### src/rtl/xf_pkg.sv
package xf_pkg;

    typedef enum logic [2:0] {
        XF_DFT  = 3'd0,
        XF_DCT  = 3'd1,
        XF_DST  = 3'd2,
        XF_DWT1 = 3'd3,
        XF_DWT2 = 3'd4
    } xf_mode_e;

    localparam int NUM_LANES = 4;

    // bit order matches lane_vld: rr, ri, ir, ii
    typedef struct packed {
        logic rr;
        logic ri;
        logic ir;
        logic ii;
    } lane_mask_t;

    function automatic logic mode_legal(input logic [2:0] m);
        return m <= 3'(XF_DWT2);
    endfunction

    function automatic lane_mask_t lanes_needed(input logic [2:0] m);
        lane_mask_t k;
        case (m)
            3'(XF_DFT): k = '{rr: 1'b1, ri: 1'b1, ir: 1'b1, ii: 1'b1};
            3'(XF_DCT): k = '{rr: 1'b1, ri: 1'b0, ir: 1'b0, ii: 1'b1};
            3'(XF_DST),
            3'(XF_DWT1),
            3'(XF_DWT2): k = '{rr: 1'b0, ri: 1'b1, ir: 1'b1, ii: 1'b0};
            default:     k = '0;
        endcase
        return k;
    endfunction

endpackage

### src/rtl/xf_mode_ctl.sv
module xf_mode_ctl
    import xf_pkg::*;
(
    input  logic       clk,
    input  logic       rst,
    input  logic [2:0] mode_req,
    input  logic [3:0] lane_vld,
    output logic [2:0] mode_q,
    output logic       legal,
    output lane_mask_t need,
    output logic       feed_sel
);
    logic idle;

    assign idle = (lane_vld == '0);

    always_ff @(posedge clk) begin
        if (rst)
            mode_q <= 3'(XF_DFT);
        else if (idle)
            mode_q <= mode_req;
    end

    assign legal    = mode_legal(mode_q);
    assign need     = lanes_needed(mode_q);
    assign feed_sel = (mode_q == 3'(XF_DWT2));
endmodule

### src/rtl/xf_lane_math.sv
module xf_lane_math
    import xf_pkg::*;
#(
    parameter int LANE_W = 16
) (
    input  logic [2:0]               mode,
    input  logic signed [LANE_W-1:0] rr,
    input  logic signed [LANE_W-1:0] ri,
    input  logic signed [LANE_W-1:0] ir,
    input  logic signed [LANE_W-1:0] ii,
    output logic signed [LANE_W:0]   res_re,
    output logic signed [LANE_W:0]   res_im
);
    localparam int OW = LANE_W + 1;

    logic signed [OW-1:0] rr_x, ri_x, ir_x, ii_x;
    logic signed [OW-1:0] diff, sum;

    assign rr_x = OW'(rr);
    assign ri_x = OW'(ri);
    assign ir_x = OW'(ir);
    assign ii_x = OW'(ii);
    assign diff = rr_x - ii_x;
    assign sum  = ri_x + ir_x;

    always_comb begin
        res_re = '0;
        res_im = '0;
        case (mode)
            3'(XF_DFT): begin res_re = diff; res_im = sum;  end
            3'(XF_DCT): begin res_re = diff; res_im = '0;   end
            3'(XF_DST): begin res_re = '0;   res_im = sum;  end
            3'(XF_DWT1),
            3'(XF_DWT2): begin res_re = ri_x; res_im = ir_x; end
            default: begin res_re = '0; res_im = '0; end
        endcase
    end
endmodule

### src/rtl/xf_out_stage.sv
module xf_out_stage
    import xf_pkg::*;
#(
    parameter int LANE_W = 16
) (
    input  logic                   clk,
    input  logic                   rst,
    input  logic                   legal,
    input  lane_mask_t             need,
    input  logic [3:0]             lane_vld,
    input  logic signed [LANE_W:0] nxt_re,
    input  logic signed [LANE_W:0] nxt_im,
    output logic signed [LANE_W:0] out_re,
    output logic signed [LANE_W:0] out_im,
    output logic                   out_valid
);
    logic [NUM_LANES-1:0] need_v;
    logic [NUM_LANES-1:0] have;
    logic                 fire;

    assign need_v = need;

    for (genvar g = 0; g < NUM_LANES; g++) begin : g_have
        assign have[g] = lane_vld[g] | ~need_v[g];
    end

    assign fire = legal && (need_v != '0) && (&have);

    always_ff @(posedge clk) begin
        if (rst) begin
            out_re    <= '0;
            out_im    <= '0;
            out_valid <= 1'b0;
        end else begin
            out_valid <= fire;
            if (!legal) begin
                out_re <= '0;
                out_im <= '0;
            end else if (fire) begin
                out_re <= nxt_re;
                out_im <= nxt_im;
            end
        end
    end
endmodule

### src/rtl/xform_combiner.sv
module xform_combiner
    import xf_pkg::*;
#(
    parameter int LANE_W = 16
) (
    input  logic                   clk,
    input  logic                   rst,
    input  logic [2:0]             mode_req,
    input  logic signed [LANE_W-1:0] lane_rr,
    input  logic signed [LANE_W-1:0] lane_ri,
    input  logic signed [LANE_W-1:0] lane_ir,
    input  logic signed [LANE_W-1:0] lane_ii,
    input  logic [3:0]             lane_vld,
    output logic [2:0]             act_mode,
    output logic                   feed_sel,
    output logic signed [LANE_W:0] out_re,
    output logic signed [LANE_W:0] out_im,
    output logic                   out_valid
);
    logic                   legal;
    lane_mask_t             need;
    logic signed [LANE_W:0] nxt_re, nxt_im;

    xf_mode_ctl u_ctl (
        .clk      (clk),
        .rst      (rst),
        .mode_req (mode_req),
        .lane_vld (lane_vld),
        .mode_q   (act_mode),
        .legal    (legal),
        .need     (need),
        .feed_sel (feed_sel)
    );

    xf_lane_math #(.LANE_W(LANE_W)) u_math (
        .mode   (act_mode),
        .rr     (lane_rr),
        .ri     (lane_ri),
        .ir     (lane_ir),
        .ii     (lane_ii),
        .res_re (nxt_re),
        .res_im (nxt_im)
    );

    xf_out_stage #(.LANE_W(LANE_W)) u_out (
        .clk       (clk),
        .rst       (rst),
        .legal     (legal),
        .need      (need),
        .lane_vld  (lane_vld),
        .nxt_re    (nxt_re),
        .nxt_im    (nxt_im),
        .out_re    (out_re),
        .out_im    (out_im),
        .out_valid (out_valid)
    );
endmodule

### config.mk
export PLATFORM = sky130hd
export DESIGN_NAME = xform_combiner
export DESIGN_NICKNAME = d
export VERILOG_FILES = /design/src/rtl/xf_pkg.sv /design/src/rtl/xf_mode_ctl.sv /design/src/rtl/xf_lane_math.sv /design/src/rtl/xf_out_stage.sv /design/src/rtl/xform_combiner.sv
export SDC_FILE = /design/constraint.sdc
export NUM_CORES = 1
export LEC_CHECK = 0
export BUFFER_PORTS_ARGS = -buffer_cell sky130_fd_sc_hd__buf_2
export CELL_PAD_IN_SITES_DETAIL_PLACEMENT = 0
export CELL_PAD_IN_SITES_GLOBAL_PLACEMENT = 1
export CORE_MARGIN = 3
export CORE_UTILIZATION = 40
export CTS_BUF_LIST = sky130_fd_sc_hd__clkbuf_8
export DETAILED_ROUTE_END_ITERATION = 16
export PLACE_DENSITY = 0.91
export SKIP_LAST_GASP = 1
export SLEW_MARGIN = 25
export SYNTH_ARGS = -nofsm -noshare
export SYNTH_HDL_FRONTEND = slang
export SYNTH_SLANG_ARGS = --single-unit
### constraint.sdc
create_clock -name clk -period 3.56 [get_ports clk]
set_input_delay 0.178 -clock clk [delete_from_list [all_inputs] [get_ports clk]]
set_output_delay 0.178 -clock clk [all_outputs]
set_load 0.03 [all_outputs]
==> impl_metrics.json <==
{
  "crit_path_start": "u_ctl.mode_q[2]$_SDFFE_PP0N_",
  "routedWlPerCell_um": 15.6,
  "grt_pass1_wl_um": 16200,
  "irDropWorstVdd_v": 0.000190,
  "overflow": 0,
  "seq_area_frac_synth": 0.230,
  "async_flop_share": 0,
  "cts_sinks": 38,
  "syn_area_sq_um": 3310,
  "num_io_pins": 112,
  "period_needed_ns": 2.62,
  "initial_core_util": 0.420,
  "timing.final.crit_share": 0.737,
  "clk_latency_ns": 0.30,
  "worstMarginPinSlew_ns": 1.01,
  "clock_path_buffers": 2,
  "cts-htree-levels": 2,
  "drtIter0Drc": 217,
  "synth_area_per_cell_sq_um": 7.77,
  "path_class": "reg -> reg",
  "final_design_area_no_fill_sq_um": 4000,
  "worstReg2RegStart": "u_ctl.mode_q[2]$_SDFFE_PP0N_",
  "grt_use_total": 0.204,
  "ys_warn_count": 0,
  "gp_congestion": 0.976,
  "final_max_slew_viol_count": 0,
  "cts_tree": "done",
  "cp.required_ns": 3.74,
  "synthDistinctLibCells": 59,
  "p_leak_nw": 1.83,
  "synth_edf_count": 0,
  "worstPathArrival_ns": 2.81,
  "hp-class": "in -> reg",
  "syn_inst": 426,
  "p_sw_frac": 0.322,
  "die_w_um": 97.0,
  "cts_buffers": 5,
  "cts_resized": 0,
  "p_int_w": 0.000922,
  "holdBufCountCts": 0,
  "cpPeakStageDelay_ns": 0.55,
  "endpoint_kind": "flop",
  "critPathBufInv": 1,
  "critPathMaxFanout": 21,
  "r2r_end": "u_out.out_im[16]$_SDFFE_PP0P_",
  "antennaDiodeCount": 0,
  "p_clk_frac": 0.345,
  "post-cts-setup-buffer-count": 0,
  "hp-start": "mode_req[1]",
  "worstPathCellList": "or3b_4 > o21a_4 > or2_1 > buf_4 > a22o_1 > a21oi_1 > o21ai_0",
  "r2r_cells": 7,
  "drive_gt1_frac": 0.255,
  "seqPwrFrac": 0.331,
  "critPathLaunchType": "flop",
  "syn_nets": 533,
  "core_area_sq_um": 7890,
  "dpl_cell_area_sq_um": 3860,
  "cpLargestDelayFamily": "simple AND/OR/NAND/NOR gates",
  "ant_nets": 0,
  "max_slew_margin": 0.322,
  "drc_errors": 0,
  "crit_slowest_cell": "dfxtp_1",
  "comb_power_share": 0.324,
  "cp.depth": 7,
  "antenna_found_initial": 0,
  "vias_per_cell": 5.62,
  "fp.dieH_um": 97.0,
  "hpwl_um": 7830,
  "drv_cap": 0,
  "crit_path_end": "u_out.out_im[16]$_SDFFE_PP0P_",
  "synthTopCellsByArea": "dfxtp_1 (23%), ha_1 (12%), a21oi_1 (7.0%)",
  "r2r_slack_ns": 0.94,
  "dr.pass1.iters": 4,
  "finClkSkew_ns": 0.0117,
  "io_buffers": 111,
  "hold_violations": 0,
  "nets": 632,
  "setup_viol": 0,
  "rsz0062_at_grt": "no",
  "synth_top_area_cell": "dfxtp_1",
  "synth_top_area_frac": 0.230,
  "die-area_sq_um": 9400,
  "routed_wl_um": 9820,
  "path_clk_slew_ns": 0.09,
  "ys_ff_latch": 38,
  "status": "complete, no violations",
  "synth-main-ff-cell": "dfxtp_1",
  "cellPowerDensity_nw_per_um2": 340,
  "fmax_ghz": 0.381,
  "first_global_vias": 3369,
  "vias": 3528,
  "grt_max_degree": 29,
  "switchingPower_w": 0.000439,
  "area_delta_synth_final_pct": 21.0,
  "setup_tns_ns": 0,
  "root_buffer": "clkbuf_8",
  "num_rows": 32
}
## synthesized netlist by cell type (4+ instances only)
cell type / number
a22oi_1: 20
ha_1: 32
o22ai_1: 9
a21o_1: 6
a31oi_1: 4
nand2_1: 40
a211oi_1: 5
clkbuf_1: 7
nor2_1: 36
nand2b_1: 6
nor2b_1: 4
or3_1: 7
o21ai_0: 24
a22o_1: 7
nor3_1: 6
a31o_2: 5
o211ai_1: 5
xnor2_1: 9
nand3_1: 11
a21oi_1: 46
inv_1: 20
xor2_1: 6
nand4_1: 4
buf_2: 5
dfxtp_1: 38
buf_6: 5
and3_1: 4
mux2i_1: 5
## power groups by stage
stage	Combinational [W]	Sequential, W	Clock (W)
2_1_floorplan	0.000287	0.000487	0
3_3_place_gp	0.000432	0.000460	0
3_5_place_dp	0.000438	0.000460	0
4_1_cts	0.000441	0.000450	0.000474
5_1_grt	0.000495	0.000452	0.000488
6_report	0.000441	0.000450	0.000469
## how the worst min path moves through the flow
stage,cells after the start,slack (ns),end
after global placement,3,0.42,u_ctl.mode_q[1]$_SDFFE_PP0N_
after floorplan,2,0.31,u_out.out_im[13]$_SDFFE_PP0P_
after CTS,3,0.11,u_ctl.mode_q[1]$_SDFFE_PP0N_
after detailed placement,3,0.42,u_ctl.mode_q[0]$_SDFFE_PP0N_
final,3,0.11,u_ctl.mode_q[1]$_SDFFE_PP0N_
after global routing,3,0.14,u_ctl.mode_q[1]$_SDFFE_PP0N_
## metal layers
metal  vias to the layer above  GRT usage  share of wire
met5                         -          0              0
li1                       1792          -              -
met2                       106      0.355           0.48
met1                      1618      0.261           0.45
met4                         0     0.0605          0.018
met3                        12     0.0281          0.051
## logic make-up after synthesis
group | share of synthesized area
compound gates | 0.313
simple gates | 0.198
buf+inv | 0.0677
flops | 0.230
fa+ha+maj | 0.133
xor+xnor | 0.0397
mux | 0.0185
## state kept, by name, indices dropped and copies added, names as in the netlist
register         cells
u_out.out_valid      1
u_out.out_im        17
u_ctl.mode_q         3
u_out.out_re        17
## layout make-up
| cell class | instances | area, sq um |
|---|---|---|
| Multi-Input combinational cell | 347 | 2330 |
| Timing Repair Buffer | 113 | 571 |
| Fill cell | 782 | 3880 |
| Clock inverter | 2 | 60.1 |
| Sequential cell | 38 | 761 |
| Clock buffer | 6 | 82.6 |
| Tap cell | 102 | 128 |
| Inverter | 20 | 75.1 |
## per-stage QoR
| step | util | worst slack [ns] | cells | hold slack (ns) | total power, W |
|---|---|---|---|---|---|
| floorplan | - | 1.46 | 426 | 0.311 | 0.000775 |
| CTS | 0.508 | 0.954 | 628 | 0.113 | 0.00136 |
| global placement | 0.489 | 1.08 | 620 | 0.419 | 0.000892 |
| detailed placement | 0.490 | 0.977 | 620 | 0.419 | 0.000898 |
| finish | 0.508 | 0.937 | 628 | 0.112 | 0.00136 |
| global route | 0.508 | 0.822 | 628 | 0.141 | 0.00144 |
## worst min-delay path: stages
cell	delay [ns]
buf_2	0.08
mux2i_1	0.05
nor2_1	0.07
## cells in the final DEF (no fill, tap or decap), drive strengths merged, types with 9 or more instances in the layout
cell and instances:
o22ai 9, a22oi 20, nor2 36, ha 32
nand3 11, o21ai 25, dfxtp 38, nand2 40
xnor2 9, a21oi 46, buf 113, inv 20
No activity file was read; power rests on OpenSTA's default activity.
